--- src/rtl/opfetch_pkg.sv ---
package opfetch_pkg;

    typedef enum logic [2:0] {
        ST_IDLE = 3'd0,
        ST_T1   = 3'd1,
        ST_T2   = 3'd2,
        ST_TW   = 3'd3,
        ST_T3   = 3'd4,
        ST_T4   = 3'd5
    } fstate_e;

endpackage

--- src/rtl/opfetch_ctrl.sv ---
module opfetch_ctrl
    import opfetch_pkg::*;
(
    input  logic    clk,
    input  logic    rst,
    input  logic    start,
    input  logic    stall_n,
    output fstate_e state,
    output fstate_e state_neg,
    output fstate_e state_nxt
);

    logic stall_q;

    // next-state logic
    always_comb begin
        state_nxt = state;
        unique case (state)
            ST_IDLE: state_nxt = start ? ST_T1 : ST_IDLE;
            ST_T1:   state_nxt = ST_T2;
            ST_T2,
            ST_TW:   state_nxt = stall_q ? ST_TW : ST_T3;
            ST_T3:   state_nxt = ST_T4;
            ST_T4:   state_nxt = ST_IDLE;
            default: state_nxt = ST_IDLE;
        endcase
    end

    // rising-edge state register
    always_ff @(posedge clk) begin
        if (rst) state <= ST_IDLE;
        else     state <= state_nxt;
    end

    // falling-edge copy of the state and the stall sample
    always_ff @(negedge clk) begin
        if (rst) begin
            state_neg <= ST_IDLE;
            stall_q   <= 1'b0;
        end else begin
            state_neg <= state;
            if (state == ST_T2 || state == ST_TW)
                stall_q <= !stall_n;
        end
    end

endmodule

--- src/rtl/opfetch_rfsh_ctr.sv ---
module opfetch_rfsh_ctr #(
    parameter int RFSH_W = 7
) (
    input  logic              clk,
    input  logic              rst,
    input  logic              step,
    output logic [RFSH_W-1:0] row
);

    always_ff @(posedge clk) begin
        if (rst)       row <= '0;
        else if (step) row <= row + 1'b1;
    end

endmodule

--- src/rtl/opfetch_strobes.sv ---
module opfetch_strobes
    import opfetch_pkg::*;
(
    input  fstate_e state,
    input  fstate_e state_neg,
    output logic    fetch_n,
    output logic    mem_req_n,
    output logic    rd_stb_n,
    output logic    refresh_n
);

    logic read_act;
    logic rfsh_req_act;

    always_comb begin
        // read window: second half of T1, then T2 and any wait states
        read_act = ((state == ST_T1) && (state_neg == ST_T1))
                 || (state == ST_T2) || (state == ST_TW);
        // refresh strobe: second half of T3, first half of T4
        rfsh_req_act = ((state == ST_T3) && (state_neg == ST_T3))
                     || ((state == ST_T4) && (state_neg == ST_T3));

        fetch_n   = !((state == ST_T1) || (state == ST_T2) || (state == ST_TW));
        rd_stb_n  = !read_act;
        mem_req_n = !(read_act || rfsh_req_act);
        refresh_n = !((state == ST_T3) || (state == ST_T4));
    end

endmodule

--- src/rtl/opfetch_seq.sv ---
module opfetch_seq
    import opfetch_pkg::*;
#(
    parameter int ADDR_W = 16,
    parameter int DATA_W = 8,
    parameter int RFSH_W = 7
) (
    input  logic              clk,
    input  logic              rst,
    input  logic              start,
    input  logic [ADDR_W-1:0] pc,
    input  logic              stall_n,
    input  logic [DATA_W-1:0] din,
    output logic [ADDR_W-1:0] addr,
    output logic              fetch_n,
    output logic              mem_req_n,
    output logic              rd_stb_n,
    output logic              refresh_n,
    output logic [DATA_W-1:0] opcode,
    output logic              done
);

    localparam int PAD_W = ADDR_W - RFSH_W;

    fstate_e           state;
    fstate_e           state_neg;
    fstate_e           state_nxt;
    logic [RFSH_W-1:0] row;
    logic              enter_t1;
    logic              enter_t3;

    opfetch_ctrl u_ctrl (
        .clk       (clk),
        .rst       (rst),
        .start     (start),
        .stall_n   (stall_n),
        .state     (state),
        .state_neg (state_neg),
        .state_nxt (state_nxt)
    );

    opfetch_rfsh_ctr #(.RFSH_W(RFSH_W)) u_rfsh (
        .clk  (clk),
        .rst  (rst),
        .step (state == ST_T4),
        .row  (row)
    );

    opfetch_strobes u_strb (
        .state     (state),
        .state_neg (state_neg),
        .fetch_n   (fetch_n),
        .mem_req_n (mem_req_n),
        .rd_stb_n  (rd_stb_n),
        .refresh_n (refresh_n)
    );

    assign enter_t1 = (state == ST_IDLE) && (state_nxt == ST_T1);
    assign enter_t3 = (state != ST_T3) && (state_nxt == ST_T3);

    // address bus, opcode capture and completion pulse
    always_ff @(posedge clk) begin
        if (rst) begin
            addr   <= '0;
            opcode <= '0;
            done   <= 1'b0;
        end else begin
            done <= (state == ST_T4);
            if (enter_t1)
                addr <= pc;
            else if (enter_t3) begin
                addr   <= {{PAD_W{1'b0}}, row};
                opcode <= din;
            end
        end
    end

endmodule

--- config.mk ---
export PLATFORM = sky130hd
export DESIGN_NAME = opfetch_seq
export DESIGN_NICKNAME = d
export VERILOG_FILES = /design/src/rtl/opfetch_pkg.sv /design/src/rtl/opfetch_ctrl.sv /design/src/rtl/opfetch_rfsh_ctr.sv /design/src/rtl/opfetch_strobes.sv /design/src/rtl/opfetch_seq.sv
export SDC_FILE = /design/constraint.sdc
export NUM_CORES = 1
export LEC_CHECK = 0
export BUFFER_PORTS_ARGS = -buffer_cell sky130_fd_sc_hd__buf_2
export CELL_PAD_IN_SITES_DETAIL_PLACEMENT = 0
export CELL_PAD_IN_SITES_GLOBAL_PLACEMENT = 2
export CORE_MARGIN = 8
export CORE_UTILIZATION = 29
export DETAILED_ROUTE_END_ITERATION = 16
export HOLD_SLACK_MARGIN = 0.05
export PLACE_DENSITY_LB_ADDON = 0.2
export REMOVE_ABC_BUFFERS = 1
export SYNTH_ARGS = -nofsm -noshare
export SYNTH_HDL_FRONTEND = slang
export SYNTH_HIERARCHICAL = 1
export SYNTH_SLANG_ARGS = --single-unit
--- constraint.sdc ---
create_clock -name clk -period 2.3 [get_ports clk]
set_input_delay 0.345 -clock clk [delete_from_list [all_inputs] [get_ports clk]]
set_output_delay 0.345 -clock clk [all_outputs]
set_load 0.01 [all_outputs]
## Word level (Yosys, flattened, before mapping)

Cells that the tools add are included.

| storage, ports and cells | value |
|---|---|
| flip-flop bits (word level) | 39 |
| bits of input ports | 28 |
| word-level logic and storage cells | 46 |

| operators by class | value |
|---|---|
| add/subtract/negate cells | 1 |
| eq/ne operators | 10 |
| muxes and demuxes | 5 |
| bitwise operators | 1 |
| reduce and logical (&&, ||, !) cells | 22 |

Operators with widths:

| cell | number |
|---|---|
| 16-bit 2-to-1 mux | 2 |
| 3-bit equality test, second input constant | 4 |
| 3-bit case mux with 4 select lines | 1 |
| 3-bit by 1-bit equality test with 1-bit output, second input constant | 3 |
| 1-bit logical OR | 8 |
| 7-bit by 1-bit adder with 7-bit output, second input constant | 1 |
| 3-bit by 2-bit equality test with 1-bit output, second input constant | 2 |
| 1-bit logical AND | 5 |
| 1-bit logical NOT | 5 |
| 3-bit logical NOT | 1 |
| 3-bit 2-to-1 mux | 1 |
| 3-bit inequality test, second input constant | 1 |
| 2-bit AND reduction | 1 |
| 2-bit nonzero test | 1 |
| 2-bit OR reduction | 1 |
| 1-bit 2-to-1 mux | 1 |
| 1-bit NOT | 1 |

## Depth between registers and ports, before layout

| depth | value |
|---|---|
| depth after elaboration | 7 |
| depth in mapped cells | 8 |
| gate-level depth less buffers | 6 |

## By module

The synthesis kept the hierarchy.

Modules (own cells, without submodules):

| module | instances | cells an instance | area each (µm²) |
|---|---|---|---|
| opfetch_seq | 1 | 127 | 1148.6 |
| opfetch_rfsh_ctr | 1 | 29 | 272.8 |
| opfetch_ctrl | 1 | 26 | 254.0 |
| opfetch_strobes | 1 | 6 | 43.8 |

==> metrics.yaml <==
worst_setup_path:
  reg2reg_from: "u_ctrl/stall_q"
  rr_endpoint: "addr[8]"
  rrSetupSlack_ns: -0.63
  worstPathArrival_ns: 3.10
  path_class: "flop to flop"
  r2r_cells: 6
  path_max_fanout: 5
  cp-start-kind: "flop"
  cp.required_ns: 2.47
  critPathCaptureType: "flop"
clock_tree:
  cts_root_buf: "clkbuf_8"
  cts.sinks: 39
  clkTransAtPathRegs_ns: 0.07
  hold_buffers: 0
  htree_levels: 2
  numCtsBuffers: 5
  cts_tree: "built"
  clockBufferDepth: 2
  insertion_delay_ns: 0.35
final_layout:
  layout_commonest_cell: "buf_2"
  antenna_cells: 0
  synthToLayoutAreaGrowth_pct: 44.54
  drive_above_1_share_pct: 44.44
  layout_common_cells: "buf_2 (57), dfxtp_1 (36), nand3_1 (20), buf_4 (18), inv_1 (13)"
  final_net_count: 298
  final_area_um2: 2485
  num-fill-cells: 612
  multiInputGateArea_um2: 958.4
  seq_area_um2: 784.5
timing:
  fin_hold_ws_ns: 0.3011
  skew_ns: 0.06432
  slew_violations: 0
  slew_headroom_pct: 56.03
  setup_viol: 26
  rsz0062_at_grt: "yes"
  max_slew.worst_pin.slew_ns: 0.6589
  setup_ws_ns: -0.6323
  hold_viol: 0
placement:
  dpl_cell_area_um2: 2200
  dp_hpwl_mm: 3.620
  place_congestion: 0.7493
  portBuffers: 56
synth:
  synth_cell_type_count: 38
  synth_area_um2: 1719
  synth_flop_cell: "dfxtp_1"
  synth_edf_count: 0
  synth-simple-area-share_pct: 24.89
  syn_inst: 188
  synth_compound_area_share_pct: 20.60
  syn-mean-instance-area_um2: 9.144
  ys_seq_area_share_pct: 45.41
  synthAdderAreaFrac_pct: 0.7278
  ys_seq_elements: 39
  muxShareOfSynthArea_pct: 1.164
  synth-async-reset-ratio_pct: 0
  synthXorXnorAreaFrac_pct: 2.038
  synth_top_family_by_area: "simple AND/OR/NAND/NOR gates"
  ys_warn_count: 6
global_routing:
  grt_pass1_wl_mm: 8.314
  grt_use_total_pct: 11.99
  grt_antenna_before_repair: 0
  grt.busiest_layer: "met2"
  overflow: 0
  grt_max_degree: 45
  grt_pass1_vias: 1615
  gr-usage-met2_pct: 17.40
  met3_usage_pct: 5.449
  grtUsageMet1_pct: 15.45
status:
  status: "finished, violations left"
  failed_checks: "setup timing"
power:
  vdd_ir_drop_max_uv: 272.7
  power_density_nw_per_um2: 675.7
  p_leak_nw: 1.049
min_path:
  hp-class: "input pin to flop"
  hold_path_depth: 3
  hold_path.startpoint: "din[3]"
  min_to: "opcode[3]"
routing:
  antenna_left: 0
  wl_per_cell_um: 14.72
  first_iter_violations: 65
  vias: 1685
  via_per_inst: 4.884
  routed_wl_mm: 5.080
  remaining_drc_errors: 0
  dr.pass1.iters: 4
floorplan:
  die_h_um: 93.00
  die_area_um2: 8648
  start_util_pct: 29.56
  core_area_um2: 5816
  rows: 28
  die_x_um: 93.00
  io_pins: 57
job:
  maxCapViolCount: 0
[layer usage]
metal  part of all wire (%)  vias to the layer above
li1                       -                      850
met1                     46                      778
met2                     43                       53
met3                    9.7                        4
met4                   0.89                        0
met5                      0                        -
[sequential cells by signal (all words and copies together) (netlist names)]
signal / cells
u_ctrl/state: 3
u_ctrl/state_neg: 3
done: 1
opcode: 8
u_rfsh/row: 7
u_ctrl/stall_q: 1
addr: 16
[cell families after synthesis]
group,after synthesis
simple gates,70
compound gates,51
flops,39
buf+inv,21
xor+xnor,4
mux,2
fa+ha+maj,1
[metrics by stage]
step	utilization (%)	std cells	setup TNS [ns]	worst slack [ns]	power [mW]
2_1_floorplan	-	177	-12.93	-0.6363	0.9217
3_3_place_gp	37.82	329	-13.05	-0.6447	1.079
3_5_place_dp	37.82	329	-13.64	-0.6759	1.077
4_1_cts	41.72	344	-14.59	-0.6526	1.685
5_1_grt	42.73	345	-16.96	-0.7431	1.774
6_report	42.73	345	-14.17	-0.6323	1.679
[worst max-delay path by stage]
stage	depth (start not counted)	slack, ns	startpoint	end
3_3_place_gp	6	-0.64	u_ctrl/stall_q	addr[13]
3_5_place_dp	6	-0.68	u_ctrl/stall_q	addr[10]
6_report	6	-0.63	u_ctrl/stall_q	addr[8]
5_1_grt	7	-0.74	u_ctrl/stall_q	addr[9]
4_1_cts	6	-0.65	u_ctrl/stall_q	addr[10]
2_1_floorplan	5	-0.64	u_ctrl/stall_q	addr[10]
[critical path: stages (launching register included)]
cell and delay, ns:
dfxtp_2 0.32, mux2i_1 0.18, nor2_1 0.08, or4b_4 0.50, buf_6 0.15, o22ai_4 0.25
o32ai_2 0.13
[layout make-up]
class | instances | share of cell area (%)
multi-input cells | 129 | 38.57
flip-flops and latches | 39 | 31.57
repair buffers | 81 | 19.79
well taps | 75 | 3.776
clock buffers | 6 | 2.920
clock inverters | 6 | 2.014
inverters | 9 | 1.360
[synth_stat cells, types with 3 or more instances]
master     n  area [um^2]
nand2_1    8        30.03
dfxtp_1   39        780.8
xor2_1     3        26.28
nor2_1     8        30.03
a31oi_1    7        43.79
o32ai_1    9        78.83
a21oi_1   12        60.06
o221ai_1   7        61.31
nor2b_1    4        25.02
inv_1     10        37.54
o21ai_0   10        50.05
nand2b_1  11        68.82
clkbuf_1   8        30.03
nand3_1   22        110.1
[timing repair]
item / 4_1_cts / 5_1_grt
buffers inserted: 1 / 1
pin swaps: 11 / 9
hold endpoints to repair: 0 / 0
setup endpoints to repair: 26 / 26
gates cloned: 3 / 0
resized for setup: 23 / 14
[where the power goes]
part / total, mW / leakage, nW / switching, mW / internal, mW
registers: 0.744 / 0.318 / 0.0289 / 0.715
logic: 0.359 / 0.647 / 0.187 / 0.172
clock network: 0.576 / 0.0839 / 0.247 / 0.329
No activity file was read; power rests on OpenSTA's default activity.
